==> src/rtl/cfg_xlate_pkg.sv <==
package cfg_xlate_pkg;

    localparam logic [3:0] CMD_CFG_RD = 4'b1010;
    localparam logic [3:0] CMD_CFG_WR = 4'b1011;

    // Bits of the address word that hold state (enable, bus, dev, fn, dword)
    localparam logic [31:0] ADDR_KEEP_MASK = 32'h80FF_FFFC;

    localparam int EN_BIT  = 31;
    localparam int BUS_LSB = 16;
    localparam int DEV_LSB = 11;
    localparam int FN_LSB  = 8;
    localparam int DW_LSB  = 2;

    typedef struct packed {
        logic        valid;
        logic        type1;
        logic [3:0]  cmd;
        logic [31:0] ad;
    } cyc_t;

endpackage

==> src/rtl/cfg_addr_reg.sv <==
module cfg_addr_reg
    import cfg_xlate_pkg::*;
(
    input  logic        clk,
    input  logic        rst_n,
    input  logic        wr_en,
    input  logic [31:0] wdata,
    output logic [31:0] addr_q
);

    logic [31:0] addr_d;

    always_comb begin
        addr_d = addr_q;
        if (wr_en) begin
            addr_d = wdata & ADDR_KEEP_MASK;
        end
    end

    always_ff @(posedge clk) begin
        if (!rst_n) begin
            addr_q <= '0;
        end else begin
            addr_q <= addr_d;
        end
    end

endmodule

==> src/rtl/cfg_idsel_dec.sv <==
module cfg_idsel_dec #(
    parameter int NSLOT = 8
) (
    input  logic [4:0]       dev,
    output logic [NSLOT-1:0] sel
);

    for (genvar g = 0; g < NSLOT; g++) begin : g_slot
        assign sel[g] = (dev == 5'(g));
    end

endmodule

==> src/rtl/cfg_cycle_fmt.sv <==
module cfg_cycle_fmt
    import cfg_xlate_pkg::*;
#(
    parameter int NSLOT = 8
) (
    input  logic [31:0]      addr_q,
    input  logic [7:0]       local_bus,
    input  logic [NSLOT-1:0] sel,
    output logic             type1,
    output logic [31:0]      ad
);

    localparam int SELW = 16;

    logic [SELW-1:0] sel_wide;

    always_comb begin
        sel_wide = SELW'(sel);
        type1    = (addr_q[BUS_LSB+7:BUS_LSB] != local_bus);
        if (type1) begin
            ad = {8'h00, addr_q[BUS_LSB+7:DW_LSB], 2'b01};
        end else begin
            ad = {sel_wide, 5'b00000, addr_q[DEV_LSB-1:DW_LSB], 2'b00};
        end
    end

endmodule

==> src/rtl/cfg_port_xlate.sv <==
module cfg_port_xlate
    import cfg_xlate_pkg::*;
#(
    parameter int                IO_AW     = 16,
    parameter int                NSLOT     = 8,
    parameter logic [IO_AW-1:0]  ADDR_PORT = IO_AW'(16'h0CF8),
    parameter logic [IO_AW-1:0]  DATA_PORT = IO_AW'(16'h0CFC)
) (
    input  logic              clk,
    input  logic              rst_n,
    input  logic              io_valid,
    input  logic              io_write,
    input  logic [IO_AW-1:0]  io_addr,
    input  logic [3:0]        io_be,
    input  logic [31:0]       io_wdata,
    output logic [31:0]       io_rdata,
    input  logic [7:0]        local_bus,
    output logic              cyc_valid,
    output logic              cyc_type1,
    output logic [3:0]        cyc_cmd,
    output logic [31:0]       cyc_ad,
    output logic [NSLOT-1:0]  cyc_idsel
);

    localparam int DW_AW = IO_AW - 2;

    if (NSLOT < 1 || NSLOT > 16) begin : g_bad_nslot
        $error("NSLOT must lie in 1..16");
    end

    logic             hit_addr;
    logic             hit_data;
    logic             full_be;
    logic             addr_wr;
    logic             launch;
    logic [31:0]      addr_q;
    logic [NSLOT-1:0] sel;
    logic             fmt_type1;
    logic [31:0]      fmt_ad;

    cyc_t             cyc_d, cyc_q;
    logic [NSLOT-1:0] idsel_d, idsel_q;

    assign hit_addr = io_valid && (io_addr[IO_AW-1:2] == ADDR_PORT[IO_AW-1:2]);
    assign hit_data = io_valid && (io_addr[IO_AW-1:2] == DATA_PORT[IO_AW-1:2]);
    assign full_be  = &io_be;
    assign addr_wr  = hit_addr && io_write && full_be;
    assign launch   = hit_data && (|io_be) && addr_q[EN_BIT];

    cfg_addr_reg u_areg (
        .clk    (clk),
        .rst_n  (rst_n),
        .wr_en  (addr_wr),
        .wdata  (io_wdata),
        .addr_q (addr_q)
    );

    cfg_idsel_dec #(.NSLOT(NSLOT)) u_dec (
        .dev (addr_q[DEV_LSB+4:DEV_LSB]),
        .sel (sel)
    );

    cfg_cycle_fmt #(.NSLOT(NSLOT)) u_fmt (
        .addr_q    (addr_q),
        .local_bus (local_bus),
        .sel       (sel),
        .type1     (fmt_type1),
        .ad        (fmt_ad)
    );

    always_comb begin
        io_rdata      = (hit_addr && !io_write && full_be) ? addr_q : '0;
        cyc_d         = cyc_q;
        cyc_d.valid   = 1'b0;
        idsel_d       = idsel_q;
        if (launch) begin
            cyc_d.valid = 1'b1;
            cyc_d.type1 = fmt_type1;
            cyc_d.cmd   = io_write ? CMD_CFG_WR : CMD_CFG_RD;
            cyc_d.ad    = fmt_ad;
            idsel_d     = fmt_type1 ? '0 : sel;
        end
    end

    always_ff @(posedge clk) begin
        if (!rst_n) begin
            cyc_q   <= '0;
            idsel_q <= '0;
        end else begin
            cyc_q   <= cyc_d;
            idsel_q <= idsel_d;
        end
    end

    assign cyc_valid = cyc_q.valid;
    assign cyc_type1 = cyc_q.type1;
    assign cyc_cmd   = cyc_q.cmd;
    assign cyc_ad    = cyc_q.ad;
    assign cyc_idsel = idsel_q;

    logic [DW_AW-1:0] unused_low;
    assign unused_low = io_addr[IO_AW-1:2];

endmodule

==> config.mk <==
export PLATFORM = sky130hd
export DESIGN_NAME = cfg_port_xlate
export DESIGN_NICKNAME = d
export VERILOG_FILES = /design/src/rtl/cfg_xlate_pkg.sv /design/src/rtl/cfg_addr_reg.sv /design/src/rtl/cfg_idsel_dec.sv /design/src/rtl/cfg_cycle_fmt.sv /design/src/rtl/cfg_port_xlate.sv
export SDC_FILE = /design/constraint.sdc
export NUM_CORES = 1
export LEC_CHECK = 0
export BUFFER_PORTS_ARGS = -buffer_cell sky130_fd_sc_hd__buf_2
export CAP_MARGIN = 25
export CORE_UTILIZATION = 39
export DETAILED_ROUTE_END_ITERATION = 6
export PLACE_DENSITY = 0.78
export SLEW_MARGIN = 20
export SYNTH_ARGS = -nofsm -noshare
export SYNTH_HDL_FRONTEND = slang
export SYNTH_SLANG_ARGS = --single-unit
==> constraint.sdc <==
create_clock -name clk -period 5.28 [get_ports clk]
set_input_delay 0.264 -clock clk [delete_from_list [all_inputs] [get_ports clk]]
set_output_delay 0.264 -clock clk [all_outputs]
set_load 0.03 [all_outputs]
==> impl_metrics.py, run 1 <==
metrics = {
    "cts": {
        "source_to_sink_clock_delay_at_the_later_pin_of_the_worst_skew_pair_ns": 0.33,
        "ctsResizeCount": 0,
        "clockRootBuffer": "clkbuf_8",
        "cts_h_tree_depth": 3,
        "cts_buffer_depth": 2,
        "tritoncts.num_buffers": 9,
        "cts_tree": "done",
        "cts_setup_buffers": 0,
        "number_of_buffers_inserted_by_hold_repair_at_cts": 0,
        "cts_num_sinks": 57,
        "clkSlewWorstSetupHoldPaths_ns": 0.07,
    },
    "synthesis": {
        "synth.area.mux_share_pct": 0,
        "xor_xnor_share_of_the_synthesized_area_pct": 2.442,
        "synth_simple_gate_area_share_pct": 26.78,
        "post-synth-top-count-cell": "nand2_1",
        "post_synthesis_cells": 337,
        "synth.ff_latch_count": 57,
        "synth.top_cells.by_area": "dfxtp_1 (40%), nand2_1 (11%), a21boi_2 (7.8%)",
        "synth_largest_type_area_fraction_pct": 39.77,
        "synth_largest_area_cell": "dfxtp_1",
        "synth_async_sr_flop_share_pct": 0,
        "yosys-top-cells-count": "nand2_1 (86), dfxtp_1 (57), and2_1 (24)",
        "cell_area_synth_sq_mm": 0.002869,
        "dominantRegCellSynth": "dfxtp_1",
        "number_of_synthesized_flops_with_an_enable_pin": 0,
        "synth_fa_ha_area_share_pct": 0,
        "combinational_family_with_the_most_area_after_synthesis": "simple AND/OR/NAND/NOR gates",
        "synth_cell_type_count": 36,
        "synth_compound_area_share_pct": 19.49,
        "synth-warning-count": 0,
        "yosysSeqAreaShare_pct": 39.77,
        "synth.avg_cell_area_sq_um": 8.513,
    },
    "drt": {
        "drc": 0,
        "drt_iter0_markers": 81,
        "vias": 2554,
        "postRouteWirelength_um": 6890,
        "drt.antenna.violating_nets": 0,
        "routedWlPerCell_um": 12.83,
        "viasPerCell": 4.756,
        "dr.pass1.iters": 4,
    },
    "hold_path": {
        "hold-path-cell-count": 3,
        "min-delay-start": "io_wdata[10]",
        "hold_path.class": "primary input to flip-flop",
    },
    "sta": {
        "worst_slew_pin_slew_ns": 0.8085,
        "final.period_utilization_pct": 42.35,
        "maxClockFrequency_mhz": 447.2,
        "setup_viol": 0,
        "min_period_ns": 2.236,
        "final-max-slew-violation-count": 0,
        "clock-skew-final_ns": 0.009248,
        "timing.max_slew.rel_slack_pct": 46.10,
        "holdWs_ns": 0.1736,
        "setup-tns-final_ns": 0,
        "finalHoldViolations": 0,
        "worst_slack_ns": 3.044,
        "rsz0062_at_grt": "false",
    },
    "worst_setup_path": {
        "rr_endpoint": "cyc_ad[19]$_SDFFE_PN0P_",
        "worstSetupPathDepth": 6,
        "critPathKind": "primary input to primary output",
        "worst_reg_to_reg_path_cell_count": 5,
        "critical_path_top_delay_cell": "or4_4",
        "crit_path_end_kind": "primary output",
        "critical_path_peak_fanout": 23,
        "r2r_setup_slack_ns": 3.36,
        "worst_setup_path_endpoint": "io_rdata[11]",
        "critPathLaunch": "io_addr[13]",
        "reg2reg_from": "u_areg.addr_q[23]$_SDFFE_PN0P_",
        "worstSetupStartpointType": "primary input",
        "critical-path-max-stage-delay_ns": 0.53,
        "critPathRequiredTime_ns": 5.02,
        "crit_arrival_ns": 1.97,
        "timing.critical_path.mode_cell": "buf_2",
        "crit_buf_inv": 2,
        "crit_path_cell_trace": "buf_2 > or4_4 > nor2_4 > and4b_2 > and2_1 > buf_2",
        "crit_family": "simple AND/OR/NAND/NOR gates",
    },
    "global_route": {
        "pin_count_of_the_biggest_net_entering_global_routing": 58,
        "grt_remaining_overflow": 0,
        "antenna_found_initial": 0,
        "grt_pass1_vias": 2387,
        "grt_use_total_pct": 18.40,
        "grt_pass1_wl_um": 10830,
    },
    "die": {
        "core_area_sq_mm": 0.006944,
        "initial_core_util_pct": 41.32,
        "total_die_area_sq_mm": 0.007704,
        "floorplan.die.height_um": 87.77,
        "rows": 30,
        "die_w_um": 87.77,
        "ios": 142,
    },
    "layout": {
        "fin_util_pct": 50.94,
        "layout-drive-gt1-share_pct": 36.96,
        "antenna-diode-count": 0,
        "nets": 500,
        "area.growth.synth_to_final_pct": 23.29,
        "n_fill_cell": 692,
    },
    "power_and_ir_drop": {
        "power_frac_clock_pct": 46.1,
        "p_seq_share_pct": 47.6,
        "cellPowerDensity_mw_per_mm2": 255.3,
        "leakagePower_uw": 0.001499,
        "p_int_uw": 694.8,
        "power.net_switching_uw": 208.3,
        "power_frac_comb_pct": 6.3,
        "peakVddDrop_mv": 0.1462,
        "power.share.switching_pct": 23.06,
    },
    "job": {
        "max_cap_violations": 0,
    },
    "placement": {
        "dp_hpwl_um": 5058,
        "routabilityCongestion": 0.7668,
        "post_placement_worst_setup_slack_ns": 2.821,
        "numPortBuffers": 111,
    },
    "status": {
        "status": "finished clean",
    },
}
==> power by group through the flow <==
stage | registers [uW] | logic, uW | clock network [uW]
after CTS | 430 | 57.3 | 424
after detailed placement | 440 | 57.2 | 0
after global placement | 440 | 56.2 | 0
after floorplan | 440 | 45.2 | 0
final | 430 | 57.2 | 416
after global routing | 430 | 62.7 | 442
==> cell usage in the layout (no fill, tap or decap), types with 6 or more instances in the layout <==
master	n
a21boi_0	14
a21boi_1	13
a21boi_2	20
a21oi_1	15
and2_1	24
buf_2	111
clkbuf_8	11
conb_1	19
dfxtp_1	57
nand2_1	86
nand2_2	6
nand3_1	11
nor4_1	6
o21ai_0	8
xnor2_1	8
==> worst reg2reg max path, cell delays in order (launching register included) <==
cell     delay, ns
dfxtp_1       0.34
xnor2_1       0.22
nand4_2       0.25
or3_1         0.67
a21oi_1       0.23
a21oi_1       0.08
==> cells by family after synthesis <==
family,after synthesis
flip-flops,57
AO/OA/AOI/OAI,72
AND/OR/NAND/NOR,155
other,1
XOR/XNOR,8
buffers and inverters,44
==> area by class of cell <==
type	count	area [sq um]	area share (%)
multi-input cells	254	1470	41.56
well taps	96	120.1	3.396
flip-flops and latches	57	1141	32.26
repair buffers	114	600.6	16.98
clock inverters	5	53.80	1.521
clock buffers	11	151.4	4.280
==> worst min-delay path by stage <==
stage	endpoint	slack [ns]
after floorplan	u_areg.addr_q[10]$_SDFFE_PN0P_	0.40
after global placement	cyc_ad[9]$_SDFFE_PN0P_	0.44
after detailed placement	cyc_idsel[6]$_SDFFE_PN0P_	0.44
after CTS	u_areg.addr_q[10]$_SDFFE_PN0P_	0.16
after global routing	u_areg.addr_q[2]$_SDFFE_PN0P_	0.17
final	u_areg.addr_q[10]$_SDFFE_PN0P_	0.17
==> stage by stage <==
step	instance area, sq um	instances	power, uW
6_report	3537	537	903.1
2_1_floorplan	2937	355	484.7
3_5_place_dp	3302	519	496.7
4_1_cts	3507	535	911.0
5_1_grt	3537	537	933.9
3_3_place_gp	3286	518	495.8
==> state kept, by name (all words and copies together) (netlist names) <==
| name | cells |
|---|---|
| cyc_ad | 23 |
| u_areg.addr_q | 23 |
| cyc_idsel | 8 |
| cyc_cmd | 2 |
| cyc_valid | 1 |
==> routing by layer <==
metal / global-route usage [%] / vias up / wire [um]
li1: - / 1282 / -
met1: 20.65 / 1165 / 2868
met2: 32.84 / 93 / 3507
met3: 3.864 / 14 / 367
met4: 9.240 / 0 / 147
met5: 0 / - / 0
(Power assumes the default switching activity.)
==> inputs of run 2 (changes only) <==
Settings changed: ABC_AREA set to 1, PLACE_DENSITY 0.78 to 0.77.
Clock period 5.28 ns to 2.1 ns, I/O delays scaled along.
==> run 2 against run 1 <==
Against the previous run:
- core utilization is 3.5 points higher
- clock skew is 0.0036 ns lower
- design area is 12% higher
- clock power grew to 3.2 times the previous value
- critical path depth is 4 higher
- register-to-register slack worse by 2.9 ns
- synthesized cell count is 34% higher
- non-clock buffer count is 26 higher
- area after synthesis is 2.2% higher
- total power grew to 2.9 times the previous value
==> impl_metrics.py, run 2 <==
metrics = {
    "synthesis": {
        "combinational_family_with_the_most_area_after_synthesis": "simple AND/OR/NAND/NOR gates",
        "synth_fa_ha_area_share_pct": 0,
        "synth.ff_latch_count": 57,
        "xor_xnor_share_of_the_synthesized_area_pct": 1.195,
        "yosys-top-cells-count": "nand2_1 (128), nor2_1 (106), dfxtp_1 (57)",
        "synth_largest_area_cell": "dfxtp_1",
        "synth_async_sr_flop_share_pct": 0,
        "synth_cell_type_count": 28,
        "post_synthesis_cells": 450,
        "synth_compound_area_share_pct": 6.658,
        "yosysSeqAreaShare_pct": 38.92,
        "synth.area.mux_share_pct": 0,
        "synth-warning-count": 0,
        "cell_area_synth_sq_mm": 0.002932,
        "post-synth-top-count-cell": "nand2_1",
        "synth.top_cells.by_area": "dfxtp_1 (39%), nand2_1 (16%), nor2_1 (14%)",
        "dominantRegCellSynth": "dfxtp_1",
        "synth_simple_gate_area_share_pct": 37.09,
        "number_of_synthesized_flops_with_an_enable_pin": 0,
        "synth_largest_type_area_fraction_pct": 38.92,
        "synth.avg_cell_area_sq_um": 6.515,
    },
    "layout": {
        "mostFrequentLayoutCells": "nand2_1 (128), buf_2 (111), nor2_1 (106)",
        "area.growth.synth_to_final_pct": 34.78,
        "fin_util_pct": 54.48,
        "nets": 645,
        "layout-drive-gt1-share_pct": 25.60,
        "antenna-diode-count": 0,
        "final_common_cell": "nand2_1",
    },
    "cts": {
        "clkSlewWorstSetupHoldPaths_ns": 0.07,
        "cts_tree": "done",
        "cts_h_tree_depth": 3,
        "clockRootBuffer": "clkbuf_8",
        "source_to_sink_clock_delay_at_the_later_pin_of_the_worst_skew_pair_ns": 0.34,
        "cts_buffer_depth": 2,
        "cts_num_sinks": 57,
        "tritoncts.num_buffers": 9,
        "ctsResizeCount": 0,
    },
    "sta": {
        "rsz0062_at_grt": "false",
        "clock-skew-final_ns": 0.005643,
        "maxClockFrequency_mhz": 617.9,
        "worst_slack_ns": 0.4816,
        "setup-tns-final_ns": 0,
        "final.period_utilization_pct": 77.06,
        "min_period_ns": 1.618,
        "final-max-slew-violation-count": 0,
        "setup_viol": 0,
        "finalHoldViolations": 0,
    },
    "drt": {
        "vias": 3034,
        "routedWlPerCell_um": 10.30,
        "viasPerCell": 4.429,
        "postRouteWirelength_um": 7058,
        "drt_iter0_markers": 104,
        "drt.antenna.violating_nets": 0,
        "drc": 0,
        "dr.pass1.iters": 4,
    },
    "worst_setup_path": {
        "timing.critical_path.mode_cell": "nand2_1",
        "worstSetupStartpointType": "flip-flop",
        "crit_path_end_kind": "flip-flop",
        "critical_path_top_delay_cell": "inv_4",
        "crit_path_cell_trace": "nand2_1 > nor2_1 > nand2_1 > nor2_1 > nand2_2 > inv_4 > nand3_1 > nand3_1 > nand2_1 > inv_1",
        "crit_arrival_ns": 1.90,
        "critPathRequiredTime_ns": 2.39,
        "worst_reg_to_reg_path_cell_count": 10,
        "critPathKind": "flip-flop to flip-flop",
        "critical_path_peak_fanout": 28,
        "critical-path-max-stage-delay_ns": 0.34,
    },
    "global_route": {
        "grt_use_total_pct": 18.94,
        "grt_pass1_vias": 2744,
        "grt_remaining_overflow": 0,
        "antenna_found_initial": 0,
        "grt_pass1_wl_um": 11490,
        "pin_count_of_the_biggest_net_entering_global_routing": 47,
    },
    "placement": {
        "routabilityCongestion": 0.7973,
        "post_placement_worst_setup_slack_ns": 0.4591,
        "numPortBuffers": 111,
        "dp_hpwl_um": 5183,
    },
    "die": {
        "floorplan.die.height_um": 88.70,
        "die_w_um": 88.70,
        "core_area_sq_mm": 0.007253,
        "initial_core_util_pct": 40.42,
        "total_die_area_sq_mm": 0.007868,
        "ios": 142,
        "rows": 31,
    },
    "power_and_ir_drop": {
        "peakVddDrop_mv": 0.3364,
        "leakagePower_uw": 0.002153,
        "cellPowerDensity_mw_per_mm2": 660.3,
    },
    "status": {
        "status": "finished clean",
    },
    "job": {
        "max_cap_violations": 0,
    },
    "hold_path": {
        "hold-path-cell-count": 3,
        "hold_path.class": "primary input to flip-flop",
    },
}
[run 2: final timing paths]
| check | from | slack [ns] | end |
|---|---|---|---|
| worst max-delay path | u_areg.addr_q[31]$_SDFFE_PN0P_ | 0.48 | cyc_ad[20]$_SDFFE_PN0P_ |
| worst min-delay path | io_write | 0.07 | cyc_cmd[0]$_SDFFE_PN0P_ |
| worst max register to register | u_areg.addr_q[31]$_SDFFE_PN0P_ | 0.48 | cyc_ad[20]$_SDFFE_PN0P_ |
| worst min register to register | cyc_idsel[0]$_SDFFE_PN0P_ | 0.46 | cyc_idsel[0]$_SDFFE_PN0P_ |
[run 2: cell families (layout without fill, tap and decap cells)]
| kind of cell | Yosys count | in the layout |
|---|---|---|
| xor gates and xnor gates | 4 | 4 |
| other | 1 | 19 |
| buffers and inverters | 93 | 211 |
| AOI/OAI and AO/OA | 25 | 25 |
| DFF | 57 | 57 |
| and+or+nand+nor | 270 | 270 |
[run 2: routing by layer]
metal / track usage [%] / vias up / routed length (um)
met5: 0 / - / 0
met4: 9.238 / 0 / 131
met3: 4.198 / 12 / 376
met2: 33.85 / 94 / 3561
met1: 21.22 / 1348 / 2988
li1: - / 1580 / -
[run 2: stage by stage]
step / hold slack [ns] / total power (uW) / cell area [sq um] / cells
5_1_grt: 0.09435 / 2702 / 3951 / 685
3_3_place_gp: 0.3258 / 1254 / 3463 / 646
3_5_place_dp: 0.3359 / 1257 / 3463 / 646
4_1_cts: 0.05978 / 2637 / 3951 / 685
2_1_floorplan: 0.2399 / 1222 / 2999 / 468
6_report: 0.07259 / 2609 / 3951 / 685
[run 2: repair_timing]
| item | CTS | global route |
|---|---|---|
| buffers inserted | 0 | 0 |
| endpoints found under the setup margin | 0 | 0 |
| hold buffers | 23 | 0 |
| endpoints found under the hold margin | 23 | 0 |
[run 2: layout make-up]
class / count / area, sq um
Sequential cell: 57 / 1141
Fill cell: 713 / 3302
Tap cell: 99 / 123.9
Inverter: 55 / 209.0
Clock inverter: 6 / 130.1
Clock buffer: 10 / 127.6
Timing Repair Buffer: 140 / 830.8
Multi-Input combinational cell: 318 / 1389
[run 2: worst max-delay path: cells and delay by family, from the launching register on]
family / cells / cell delay (ns)
DFF: 1 / 0.33
buffers and inverters: 2 / 0.40
and+or+nand+nor: 8 / 0.83
[run 2: where the power goes]
part | internal, uW | switching (uW) | total (uW)
clock | 904 | 438 | 1340
combinational | 77.9 | 108 | 186
sequential | 1080 | 0.000669 | 1080
total | 2060 | 546 | 2610
